## config.mk

```make
export PLATFORM = sky130hd
export DESIGN_NAME = pvdev_common_cfg
export DESIGN_NICKNAME = d
export VERILOG_FILES = /design/src/rtl/pvcfg_pkg.sv /design/src/rtl/pvcfg_feature_bank.sv /design/src/rtl/pvcfg_queue_slot.sv /design/src/rtl/pvdev_common_cfg.sv
export SDC_FILE = /design/constraint.sdc
export NUM_CORES = 2
export LEC_CHECK = 0
export ABC_CLOCK_PERIOD_IN_PS = 4100
export BUFFER_PORTS_ARGS = -buffer_cell sky130_fd_sc_hd__buf_2
export CORE_MARGIN = 1.5
export CORE_UTILIZATION = 35
export DETAILED_ROUTE_END_ITERATION = 8
export HOLD_SLACK_MARGIN = 0.1
export REMOVE_ABC_BUFFERS = 1
export SLEW_MARGIN = 15
export SYNTH_ARGS = -nofsm -noshare
export SYNTH_HDL_FRONTEND = slang
export SYNTH_SLANG_ARGS = --single-unit
export TNS_END_PERCENT = 50
```

## constraint.sdc

```tcl
create_clock -name clk -period 4.1 [get_ports clk]
set_clock_uncertainty 0.2 [all_clocks]
set_input_delay 0.82 -clock clk [delete_from_list [all_inputs] [get_ports clk]]
set_output_delay 0.82 -clock clk [all_outputs]
set_load 0.01 [all_outputs]
```

## src/rtl/pvcfg_pkg.sv

```systemverilog
package pvcfg_pkg;

  // Word indices (byte address bits [5:2]); the driver relies on these offsets.
  localparam logic [3:0] W_DEV_SEL   = 4'd0;
  localparam logic [3:0] W_DEV_WORD  = 4'd1;
  localparam logic [3:0] W_DRV_SEL   = 4'd2;
  localparam logic [3:0] W_DRV_WORD  = 4'd3;
  localparam logic [3:0] W_MSIX_NQ   = 4'd4;
  localparam logic [3:0] W_STAT      = 4'd5;
  localparam logic [3:0] W_QSIZE     = 4'd6;
  localparam logic [3:0] W_QEN       = 4'd7;
  localparam logic [3:0] W_RING_LO   = 4'd8;
  localparam logic [3:0] W_RING_HI   = 4'd13;

  localparam logic [15:0] NO_VECTOR  = 16'hFFFF;

  function automatic logic [31:0] lane_mask(input logic [3:0] be);
    return {{8{be[3]}}, {8{be[2]}}, {8{be[1]}}, {8{be[0]}}};
  endfunction

  function automatic logic [31:0] lane_merge(input logic [31:0] old_v,
                                             input logic [31:0] new_v,
                                             input logic [3:0]  be);
    logic [31:0] m;
    m = lane_mask(be);
    return (old_v & ~m) | (new_v & m);
  endfunction

  function automatic logic [15:0] half_merge(input logic [15:0] old_v,
                                             input logic [15:0] new_v,
                                             input logic [1:0]  be);
    logic [15:0] m;
    m = {{8{be[1]}}, {8{be[0]}}};
    return (old_v & ~m) | (new_v & m);
  endfunction

endpackage

```

## src/rtl/pvcfg_feature_bank.sv

```systemverilog
module pvcfg_feature_bank
  import pvcfg_pkg::*;
#(
  parameter int NUM_FEAT_WORDS = 2
) (
  input  logic                        clk,
  input  logic                        rst_n,
  input  logic                        clr,
  input  logic [NUM_FEAT_WORDS*32-1:0] dev_feat_i,
  input  logic                        wr_dev_sel,
  input  logic                        wr_drv_sel,
  input  logic                        wr_drv_word,
  input  logic [3:0]                  be,
  input  logic [31:0]                 wdata,
  output logic [31:0]                 dev_sel_o,
  output logic [31:0]                 drv_sel_o,
  output logic [31:0]                 dev_word_o,
  output logic [31:0]                 drv_word_o,
  output logic [NUM_FEAT_WORDS*32-1:0] drv_feat_o
);

  logic [31:0] dev_sel_q;
  logic [31:0] drv_sel_q;

  always_ff @(posedge clk) begin
    if (!rst_n) begin
      dev_sel_q <= '0;
      drv_sel_q <= '0;
    end else begin
      if (wr_dev_sel) dev_sel_q <= lane_merge(dev_sel_q, wdata, be);
      if (wr_drv_sel) drv_sel_q <= lane_merge(drv_sel_q, wdata, be);
    end
  end

  for (genvar g = 0; g < NUM_FEAT_WORDS; g++) begin : g_word
    logic [31:0] word_q;
    always_ff @(posedge clk) begin
      if (!rst_n)                                    word_q <= '0;
      else if (clr)                                  word_q <= '0;
      else if (wr_drv_word && drv_sel_q == 32'(g))   word_q <= lane_merge(word_q, wdata, be);
    end
    assign drv_feat_o[g*32 +: 32] = word_q;
  end

  always_comb begin
    dev_word_o = '0;
    drv_word_o = '0;
    for (int i = 0; i < NUM_FEAT_WORDS; i++) begin
      if (dev_sel_q == 32'(i)) dev_word_o = dev_feat_i[i*32 +: 32];
      if (drv_sel_q == 32'(i)) drv_word_o = drv_feat_o[i*32 +: 32];
    end
  end

  assign dev_sel_o = dev_sel_q;
  assign drv_sel_o = drv_sel_q;

endmodule

```

## src/rtl/pvcfg_queue_slot.sv

```systemverilog
module pvcfg_queue_slot
  import pvcfg_pkg::*;
#(
  parameter int QSIZE_MAX = 256
) (
  input  logic        clk,
  input  logic        rst_n,
  input  logic        clr,
  input  logic        wr_hit,
  input  logic [3:0]  word,
  input  logic [3:0]  be,
  input  logic [31:0] wdata,
  output logic [15:0] size_o,
  output logic [15:0] msix_o,
  output logic        en_o,
  output logic [63:0] desc_o,
  output logic [63:0] avail_o,
  output logic [63:0] used_o
);

  localparam logic [15:0] SIZE_CAP = 16'(QSIZE_MAX);
  localparam int          NRING    = 6;

  logic [15:0] size_q;
  logic [15:0] msix_q;
  logic        en_q;
  logic [31:0] ring_q [NRING];

  logic [15:0] size_nxt;
  logic        size_ok;
  logic        msix_wr;
  logic        en_set;
  logic        ring_wr;
  logic [2:0]  ring_idx;

  assign size_nxt = half_merge(size_q, wdata[15:0], be[1:0]);
  assign size_ok  = wr_hit && word == W_QSIZE && |be[1:0] && !en_q
                    && size_nxt != 16'd0 && size_nxt <= SIZE_CAP;
  assign msix_wr  = wr_hit && word == W_QSIZE && |be[3:2];
  assign en_set   = wr_hit && word == W_QEN && |(wdata[15:0] & lane_mask(be)[15:0]);
  assign ring_wr  = wr_hit && word >= W_RING_LO && word <= W_RING_HI && !en_q;
  assign ring_idx = 3'(word - W_RING_LO);

  always_ff @(posedge clk) begin
    if (!rst_n) begin
      size_q <= SIZE_CAP;
      en_q   <= 1'b0;
      for (int i = 0; i < NRING; i++) ring_q[i] <= '0;
    end else if (clr) begin
      size_q <= SIZE_CAP;
      en_q   <= 1'b0;
      for (int i = 0; i < NRING; i++) ring_q[i] <= '0;
    end else begin
      if (size_ok) size_q <= size_nxt;
      if (en_set)  en_q   <= 1'b1;
      if (ring_wr) ring_q[ring_idx] <= lane_merge(ring_q[ring_idx], wdata, be);
    end
  end

  always_ff @(posedge clk) begin
    if (!rst_n)       msix_q <= NO_VECTOR;
    else if (msix_wr) msix_q <= half_merge(msix_q, wdata[31:16], be[3:2]);
  end

  assign size_o  = size_q;
  assign msix_o  = msix_q;
  assign en_o    = en_q;
  assign desc_o  = {ring_q[1], ring_q[0]};
  assign avail_o = {ring_q[3], ring_q[2]};
  assign used_o  = {ring_q[5], ring_q[4]};

endmodule

```

## src/rtl/pvdev_common_cfg.sv

```systemverilog
module pvdev_common_cfg
  import pvcfg_pkg::*;
#(
  parameter int NUM_QUEUES     = 4,
  parameter int NUM_FEAT_WORDS = 2,
  parameter int QSIZE_MAX      = 256
) (
  input  logic                          clk,
  input  logic                          rst_n,
  input  logic                          bus_wr,
  input  logic                          bus_rd,
  input  logic [5:0]                    bus_addr,
  input  logic [3:0]                    bus_be,
  input  logic [31:0]                   bus_wdata,
  output logic [31:0]                   bus_rdata,
  input  logic [NUM_FEAT_WORDS*32-1:0]  dev_features_i,
  output logic [NUM_FEAT_WORDS*32-1:0]  drv_features_o,
  output logic [7:0]                    dev_status_o,
  output logic [NUM_QUEUES-1:0]         q_enable_o,
  output logic [NUM_QUEUES*16-1:0]      q_size_o,
  output logic [NUM_QUEUES*64-1:0]      q_desc_o,
  output logic [NUM_QUEUES*64-1:0]      q_avail_o,
  output logic [NUM_QUEUES*64-1:0]      q_used_o
);

  localparam logic [15:0] QSEL_LIMIT = 16'(NUM_QUEUES);

  // Decoded bus events, named for the checker.
  logic       acc_ok, wr_go, rd_go;
  logic [3:0] word;
  logic       status_wr_evt, status_clr_evt;
  logic       qsel_valid;

  logic [7:0]  status_q;
  logic [7:0]  cfg_gen;
  logic [15:0] qsel_q;
  logic [15:0] cfg_msix_q;

  assign word           = bus_addr[5:2];
  assign acc_ok         = bus_addr[1:0] == 2'b00;
  assign wr_go          = bus_wr && acc_ok;
  assign rd_go          = bus_rd && acc_ok;
  assign status_wr_evt  = wr_go && word == W_STAT && bus_be[0];
  assign status_clr_evt = status_wr_evt && bus_wdata[7:0] == 8'd0;
  assign qsel_valid     = qsel_q < QSEL_LIMIT;

  always_ff @(posedge clk) begin
    if (!rst_n) begin
      status_q   <= '0;
      cfg_gen    <= '0;
      qsel_q     <= '0;
      cfg_msix_q <= NO_VECTOR;
    end else begin
      if (status_wr_evt)  status_q <= bus_wdata[7:0];
      if (status_clr_evt) cfg_gen  <= cfg_gen + 8'd1;
      if (wr_go && word == W_STAT && |bus_be[3:2])
        qsel_q <= half_merge(qsel_q, bus_wdata[31:16], bus_be[3:2]);
      if (wr_go && word == W_MSIX_NQ && |bus_be[1:0])
        cfg_msix_q <= half_merge(cfg_msix_q, bus_wdata[15:0], bus_be[1:0]);
    end
  end

  // Feature words
  logic [31:0] dev_sel, drv_sel, dev_word, drv_word;

  pvcfg_feature_bank #(.NUM_FEAT_WORDS(NUM_FEAT_WORDS)) u_feat (
    .clk        (clk),
    .rst_n      (rst_n),
    .clr        (status_clr_evt),
    .dev_feat_i (dev_features_i),
    .wr_dev_sel (wr_go && word == W_DEV_SEL),
    .wr_drv_sel (wr_go && word == W_DRV_SEL),
    .wr_drv_word(wr_go && word == W_DRV_WORD),
    .be         (bus_be),
    .wdata      (bus_wdata),
    .dev_sel_o  (dev_sel),
    .drv_sel_o  (drv_sel),
    .dev_word_o (dev_word),
    .drv_word_o (drv_word),
    .drv_feat_o (drv_features_o)
  );

  // Queue slots
  logic [15:0] s_size [NUM_QUEUES];
  logic [15:0] s_msix [NUM_QUEUES];
  logic [63:0] s_desc [NUM_QUEUES];
  logic [63:0] s_avail[NUM_QUEUES];
  logic [63:0] s_used [NUM_QUEUES];

  for (genvar g = 0; g < NUM_QUEUES; g++) begin : g_q
    pvcfg_queue_slot #(.QSIZE_MAX(QSIZE_MAX)) u_slot (
      .clk    (clk),
      .rst_n  (rst_n),
      .clr    (status_clr_evt),
      .wr_hit (wr_go && qsel_valid && qsel_q == 16'(g)),
      .word   (word),
      .be     (bus_be),
      .wdata  (bus_wdata),
      .size_o (s_size[g]),
      .msix_o (s_msix[g]),
      .en_o   (q_enable_o[g]),
      .desc_o (s_desc[g]),
      .avail_o(s_avail[g]),
      .used_o (s_used[g])
    );
    assign q_size_o [g*16 +: 16] = s_size[g];
    assign q_desc_o [g*64 +: 64] = s_desc[g];
    assign q_avail_o[g*64 +: 64] = s_avail[g];
    assign q_used_o [g*64 +: 64] = s_used[g];
  end

  // Selected queue view
  logic [15:0] sel_size, sel_msix;
  logic        sel_en;
  logic [63:0] sel_desc, sel_avail, sel_used;

  always_comb begin
    sel_size  = '0;
    sel_msix  = '0;
    sel_en    = 1'b0;
    sel_desc  = '0;
    sel_avail = '0;
    sel_used  = '0;
    for (int i = 0; i < NUM_QUEUES; i++) begin
      if (qsel_q == 16'(i)) begin
        sel_size  = s_size[i];
        sel_msix  = s_msix[i];
        sel_en    = q_enable_o[i];
        sel_desc  = s_desc[i];
        sel_avail = s_avail[i];
        sel_used  = s_used[i];
      end
    end
  end

  // Read mux
  always_comb begin
    bus_rdata = '0;
    if (rd_go) begin
      unique case (word)
        W_DEV_SEL:  bus_rdata = dev_sel;
        W_DEV_WORD: bus_rdata = dev_word;
        W_DRV_SEL:  bus_rdata = drv_sel;
        W_DRV_WORD: bus_rdata = drv_word;
        W_MSIX_NQ:  bus_rdata = {QSEL_LIMIT, cfg_msix_q};
        W_STAT:     bus_rdata = {qsel_q, cfg_gen, status_q};
        W_QSIZE:    bus_rdata = qsel_valid ? {sel_msix, sel_size} : '0;
        W_QEN:      bus_rdata = qsel_valid ? {qsel_q, 15'd0, sel_en} : '0;
        4'd8:       bus_rdata = qsel_valid ? sel_desc[31:0]   : '0;
        4'd9:       bus_rdata = qsel_valid ? sel_desc[63:32]  : '0;
        4'd10:      bus_rdata = qsel_valid ? sel_avail[31:0]  : '0;
        4'd11:      bus_rdata = qsel_valid ? sel_avail[63:32] : '0;
        4'd12:      bus_rdata = qsel_valid ? sel_used[31:0]   : '0;
        4'd13:      bus_rdata = qsel_valid ? sel_used[63:32]  : '0;
        default:    bus_rdata = '0;
      endcase
    end
  end

  assign dev_status_o = status_q;

endmodule

```

# After elaboration in Yosys (flattened, before gate mapping)
# Memory sizes are Yosys's and may differ from the RTL's.
# Cells that the tools add are included.
# Widths: inputs -> output; s select.
[classes]
n_addsub = 2
mul = 0
div = 0
n_lt_le_gt_ge = 7
n_eq_ne = 18
shift = 0
n_mux = 94
n_bitwise = 67
reduce_logical = 84
[ops]
columns = ["operator", "count"]
rows = [
  ["$mux 32", 41],
  ["$mux 64", 12],
  ["$pmux 32 s14", 1],
  ["$and 32x32->32", 9],
  ["$or 32x32->32", 8],
  ["$and 16x16->16", 12],
  ["$or 16x16->16", 10],
  ["$mux 16", 8],
  ["$reduce_or 32->1", 4],
  ["$eq 32x1->1 const B", 2],
  ["$le 16x9->1 const B", 4],
  ["$logic_not 32->1", 2],
  ["$reduce_bool 16->1", 4],
  ["$logic_and 1x1->1", 62],
  ["$eq 16x2->1 const B", 2],
  ["$not 16->16", 2],
  ["$not 32->32", 1],
  ["$mux 1", 28],
  ["$eq 4x4->1 const B", 6],
  ["$or 1x1->1", 24],
  ["$eq 16x1->1 const B", 1],
  ["$eq 4x3->1 const B", 4],
  ["$logic_not 16->1", 1],
  ["$lt 16x3->1 const B", 1],
  ["14 further kinds", 23],
]
[totals]
ff_bits = 308
latch_bits = 0
ram_bits = 768
mem_bits_ro = 0
input_bits = 110
output_inout_bits = 940
word_cells = 296
memories = 4
[mem_list]
columns = ["memory", "words", "word_bits", "read_ports", "rd_ports_with_merged_regs", "wr", "line", "rtl"]
rows = [
  ["g_q[0].u_slot.ring_q", 6, 32, 7, 0, 6, "pvcfg_queue_slot.sv:27", "logic [31:0] ring_q [NRING];"],
  ["g_q[1].u_slot.ring_q", 6, 32, 7, 0, 6, "pvcfg_queue_slot.sv:27", ""],
  ["g_q[2].u_slot.ring_q", 6, 32, 7, 0, 6, "pvcfg_queue_slot.sv:27", ""],
  ["g_q[3].u_slot.ring_q", 6, 32, 7, 0, 6, "pvcfg_queue_slot.sv:27", ""],
]

# Depth between registers and ports, before layout
[depth]
ltp_word = 13
depth_mapped = 12
ltp_nobuf = 7

# Hierarchy
# A second synthesis with hierarchy kept.
[hier_totals]
hier_cells = 5661
area_unflattened_um2 = 66956.7
[modules_own_cells]
columns = ["module", "n_inst", "cells_each", "area_per_inst_um2", "seq_area_each_um2"]
rows = [
  ["pvcfg_queue_slot at g_q[0].u_slot ...", 2, 864, 12433.2, 8348.0],
  ["pvcfg_queue_slot at g_q[1].u_slot", 1, 864, 12415.7, 8348.0],
  ["pvcfg_queue_slot at g_q[2].u_slot", 1, 866, 12403.1, 8348.0],
  ["pvdev_common_cfg", 1, 1489, 11203.2, 960.9],
  ["pvcfg_feature_bank", 1, 714, 6068.3, 2562.5],
]

# Worst setup path before layout
# OpenSTA, ideal clock, no wires.
[synth_timing]
kind = "input to register"
start = "in bus_addr[2]"
end = "mem g_q[0].u_slot.ring_q[3][0] (enable)"
setup_time_ns = 0.389
t_arrival_ns = 3.248
path_slack_ns = 0.263
stages = 10
path_buffers = 6
path_cell_list = "buf_2 > buf_2 > buf_2 > buf_2 > buf_2 > nand3_1 > nor2_1 > nand2_1 > buf_2 > nand2_1"
[synth_lines]
columns = ["item", "line", "rtl"]
rows = [
  ["start, declared", "pvdev_common_cfg.sv:12", "input logic [5:0] bus_addr,"],
  ["end, declared", "pvcfg_queue_slot.sv:27", ""],
]

==> impl_metrics.ini <==
[logic_synthesis]
syn_area_per_cell_sq_um = 11.6
yosys_register_bits = 1332
ys_seq_area_share_pct = 58.4
synth_ff_type = edfxtp_1
ys_warn_count = 0
synth-edff-count = 1024
synthArstFlopShare_pct = 0
syn_area_sq_um = 63200
netlist_instances = 5438
synthDistinctLibCells = 79

[setup_path]
slowest_delay_ps = 330
start_kind = register
cp_cell_sequence = nor4_4, buf_4, buf_4, nand4_1, buf_12, buf_6, a221o_1, o21ai_2, a221o_1, o211ai_1, buf_2
crit_path_top_delay_cell = dfxtp_2
r2r_cells = 10
crit_family = buffers and inverters
cp_max_fo = 14
crit_required_ps = 3080
path_buf_inv = 5
worstPathArrival_ps = 3570
worstSetupEndpointType = output port
cp.depth = 11
path_class = register to output port

[global_routing]
antenna_found_initial = 23
grt_busiest_layer = met2
grt_max_degree = 104
grt_pass1_wl_mm = 485
grt_pass1_vias = 56476
grt_overflow = 0
use_met3_pct = 10.2
track_usage_pct = 38.4
gr-usage-met1_pct = 47.1
grt.met2_usage_pct = 57.1

[detailed_routing]
vias = 60804
wl_per_cell_um = 37.4
postRouteAntennaNets = 0
drc_errors = 2
viasPerCell = 6.24
wirelength_mm = 365
firstDrtPassIters = 9
dr.first_iter.drc_count = 10302

[place]
place_hpwl_mm = 275
place.gp.congestion = 1.02
dp_slack_ps = -1290
port_buffers = 1049

[hold_path]
hold_path_depth = 3
hold_class = input pin to register

[clocking]
ctsHtreeMaxLevel = 4
cts_sinks = 1332
cts_tree = built
cts_buffers = 152
root_buffer = clkbuf_16
insertion_delay_ps = 840
clk_pin_slew_ps = 50
cts_buffer_depth = 3

[floorplanning]
die_h_um = 428
placementRows = 155
core_sq_um = 179000
die_area_sq_um = 183000
ios = 1050
die_w_um = 428
start_util_pct = 35.3

[timing]
max_freq_mhz = 218
slew_viol_final = 0
final.min_clock_period_ps = 4590
rsz0062_at_grt = yes
finalCritPeriodShare_pct = 112
relSlewSlack_pct = 8.59
finalSetupViolCount = 32
finalHoldViolCount = 0
fin_ws_ps = -492
tightestPinTransition_ps = 1370

[finish]
layout.nets = 7373
n_fill_cell = 16402
final_common_cell = edfxtp_1
areaGrowthSynthToFinish_pct = 35.2
drive_gt1_share_pct = 37.4
mostFrequentLayoutCells = 1,024 x edfxtp_1, 1,022 x buf_2, 870 x nor2_1, 633 x buf_4, 582 x nand2_1

[outcome]
status = finished, violations left
violations = DRC, setup timing

[power]
power_leakage_nw = 34.5
power.total_mw = 33.1
p_per_area_nw_per_um2 = 387
vdd_drop_max_v = 0.000376

[run]
drv_cap = 0
-- repair_timing --
| item | in CTS | in global routing |
|---|---|---|
| hold buffers | 0 | 0 |
| buffers inserted | 59 | 16 |
| resized for setup | 368 | 87 |
| endpoints found under the setup margin | 60 | 32 |
| pin swaps | 82 | 54 |
| gates cloned | 3 | 1 |
-- cell type report --
cell class	count	area, sq um	share of cell area (%)
Antenna cell	11	27.5	0.0322
Clock buffer	200	4130	4.83
Clock inverter	78	787	0.920
Inverter	134	505	0.591
Multi-Input combinational cell	3800	27000	31.6
Sequential cell	1332	37000	43.2
Tap cell	2355	2950	3.45
Timing Repair Buffer	1842	13200	15.4
-- cells in the mapped netlist (5+ instances only) --
| cell | number | area, sq um |
|---|---|---|
| edfxtp_1 | 1024 | 30700 |
| nor2_1 | 885 | 3320 |
| nand2_1 | 629 | 2360 |
| dfxtp_1 | 308 | 6170 |
| clkbuf_1 | 278 | 1040 |
| mux4_2 | 255 | 5740 |
| a22oi_1 | 217 | 1630 |
| nand3_1 | 196 | 981 |
| a21oi_1 | 188 | 941 |
| inv_1 | 133 | 499 |
| mux2_2 | 131 | 1480 |
| o21ai_1 | 129 | 646 |
| o21ai_0 | 95 | 475 |
| mux2i_1 | 93 | 931 |
| a21boi_0 | 92 | 691 |
| buf_2 | 92 | 460 |
| a22o_1 | 69 | 604 |
| a222oi_1 | 64 | 641 |
| o22ai_1 | 57 | 357 |
| buf_1 | 53 | 199 |
| a221oi_1 | 50 | 438 |
| a31oi_1 | 38 | 238 |
| nand2b_1 | 34 | 213 |
| nor3_1 | 32 | 160 |
| and2_1 | 31 | 194 |
| nor4_1 | 31 | 194 |
| and3_1 | 27 | 169 |
| o221ai_1 | 24 | 210 |
| nand4_1 | 20 | 125 |
| nor3b_1 | 20 | 150 |
| a211oi_1 | 14 | 105 |
| nor2b_1 | 10 | 62.6 |
| o211ai_1 | 9 | 67.6 |
| a221o_1 | 8 | 80.1 |
| nor3_2 | 6 | 60.1 |
| o2111ai_1 | 6 | 52.6 |
| or3_1 | 6 | 37.5 |
| a211o_1 | 5 | 43.8 |
| nor4bb_1 | 5 | 50.1 |
| or4_1 | 5 | 37.5 |
-- metrics by stage --
stage | TNS, ps | utilization (%) | instances | hold slack [ps] | cell area, sq um
final | -8890 | 47.8 | 9752 | 207 | 85500
after CTS | -9690 | 47.5 | 9732 | 145 | 85000
after floorplan | -5448620 | - | 5266 | 233 | 62500
after detailed placement | -79560 | 43.5 | 9404 | 255 | 77800
after global routing | -10110 | 47.8 | 9742 | 195 | 85500
after global placement | -63770 | 43.5 | 9404 | 246 | 77800
-- kinds of logic (layout without fill, tap and decap cells) --
family          Yosys count  count (layout)  synth area share, %
mux                     479             479                 12.9
compound gates         1091            1091                 11.8
fa+ha+maj                 1               1               0.0198
xor+xnor                  7               7               0.0969
flops                  1332            1332                 58.4
buf+inv                 561            2254                 3.54
simple gates           1966            1966                 13.3
other cells               1             267              0.00593
-- path summary, 6_finish.rpt --
check	startpoint	endpoint	slack, ps
hold reg to reg	register	register	270
setup / recovery	register	bus_rdata[21]	-490
hold / removal	bus_wdata[26]	register	210
setup reg to reg	register	g_q[2].u_slot.ring_q[0][12]$_SDFFCE_PN0P_	350
-- worst register-to-register path, cell delays in order, from the launching register on --
cell and delay (ps):
dfxtp_2 330, nor4_4 270, buf_4 200, and4_4 280
buf_6 230, nand3_4 190, buf_4 220, nor3_1 640
nand2_2 310, nand2_2 200, buf_12 250
-- layer usage --
layer / wire (um) / share of wire (%)
met2: 156000 / 43
met4: 37200 / 10
met5: 136 / 0.037
met1: 124000 / 34
met3: 47200 / 13
-- where the power goes --
group          internal (mW)  total, mW  switching, mW
Combinational           1.42       3.75           2.33
Sequential              15.0       15.5          0.483
Clock                   7.77       13.8           6.01
Total                   24.2       33.1           8.83
(Power assumes the default switching activity.)
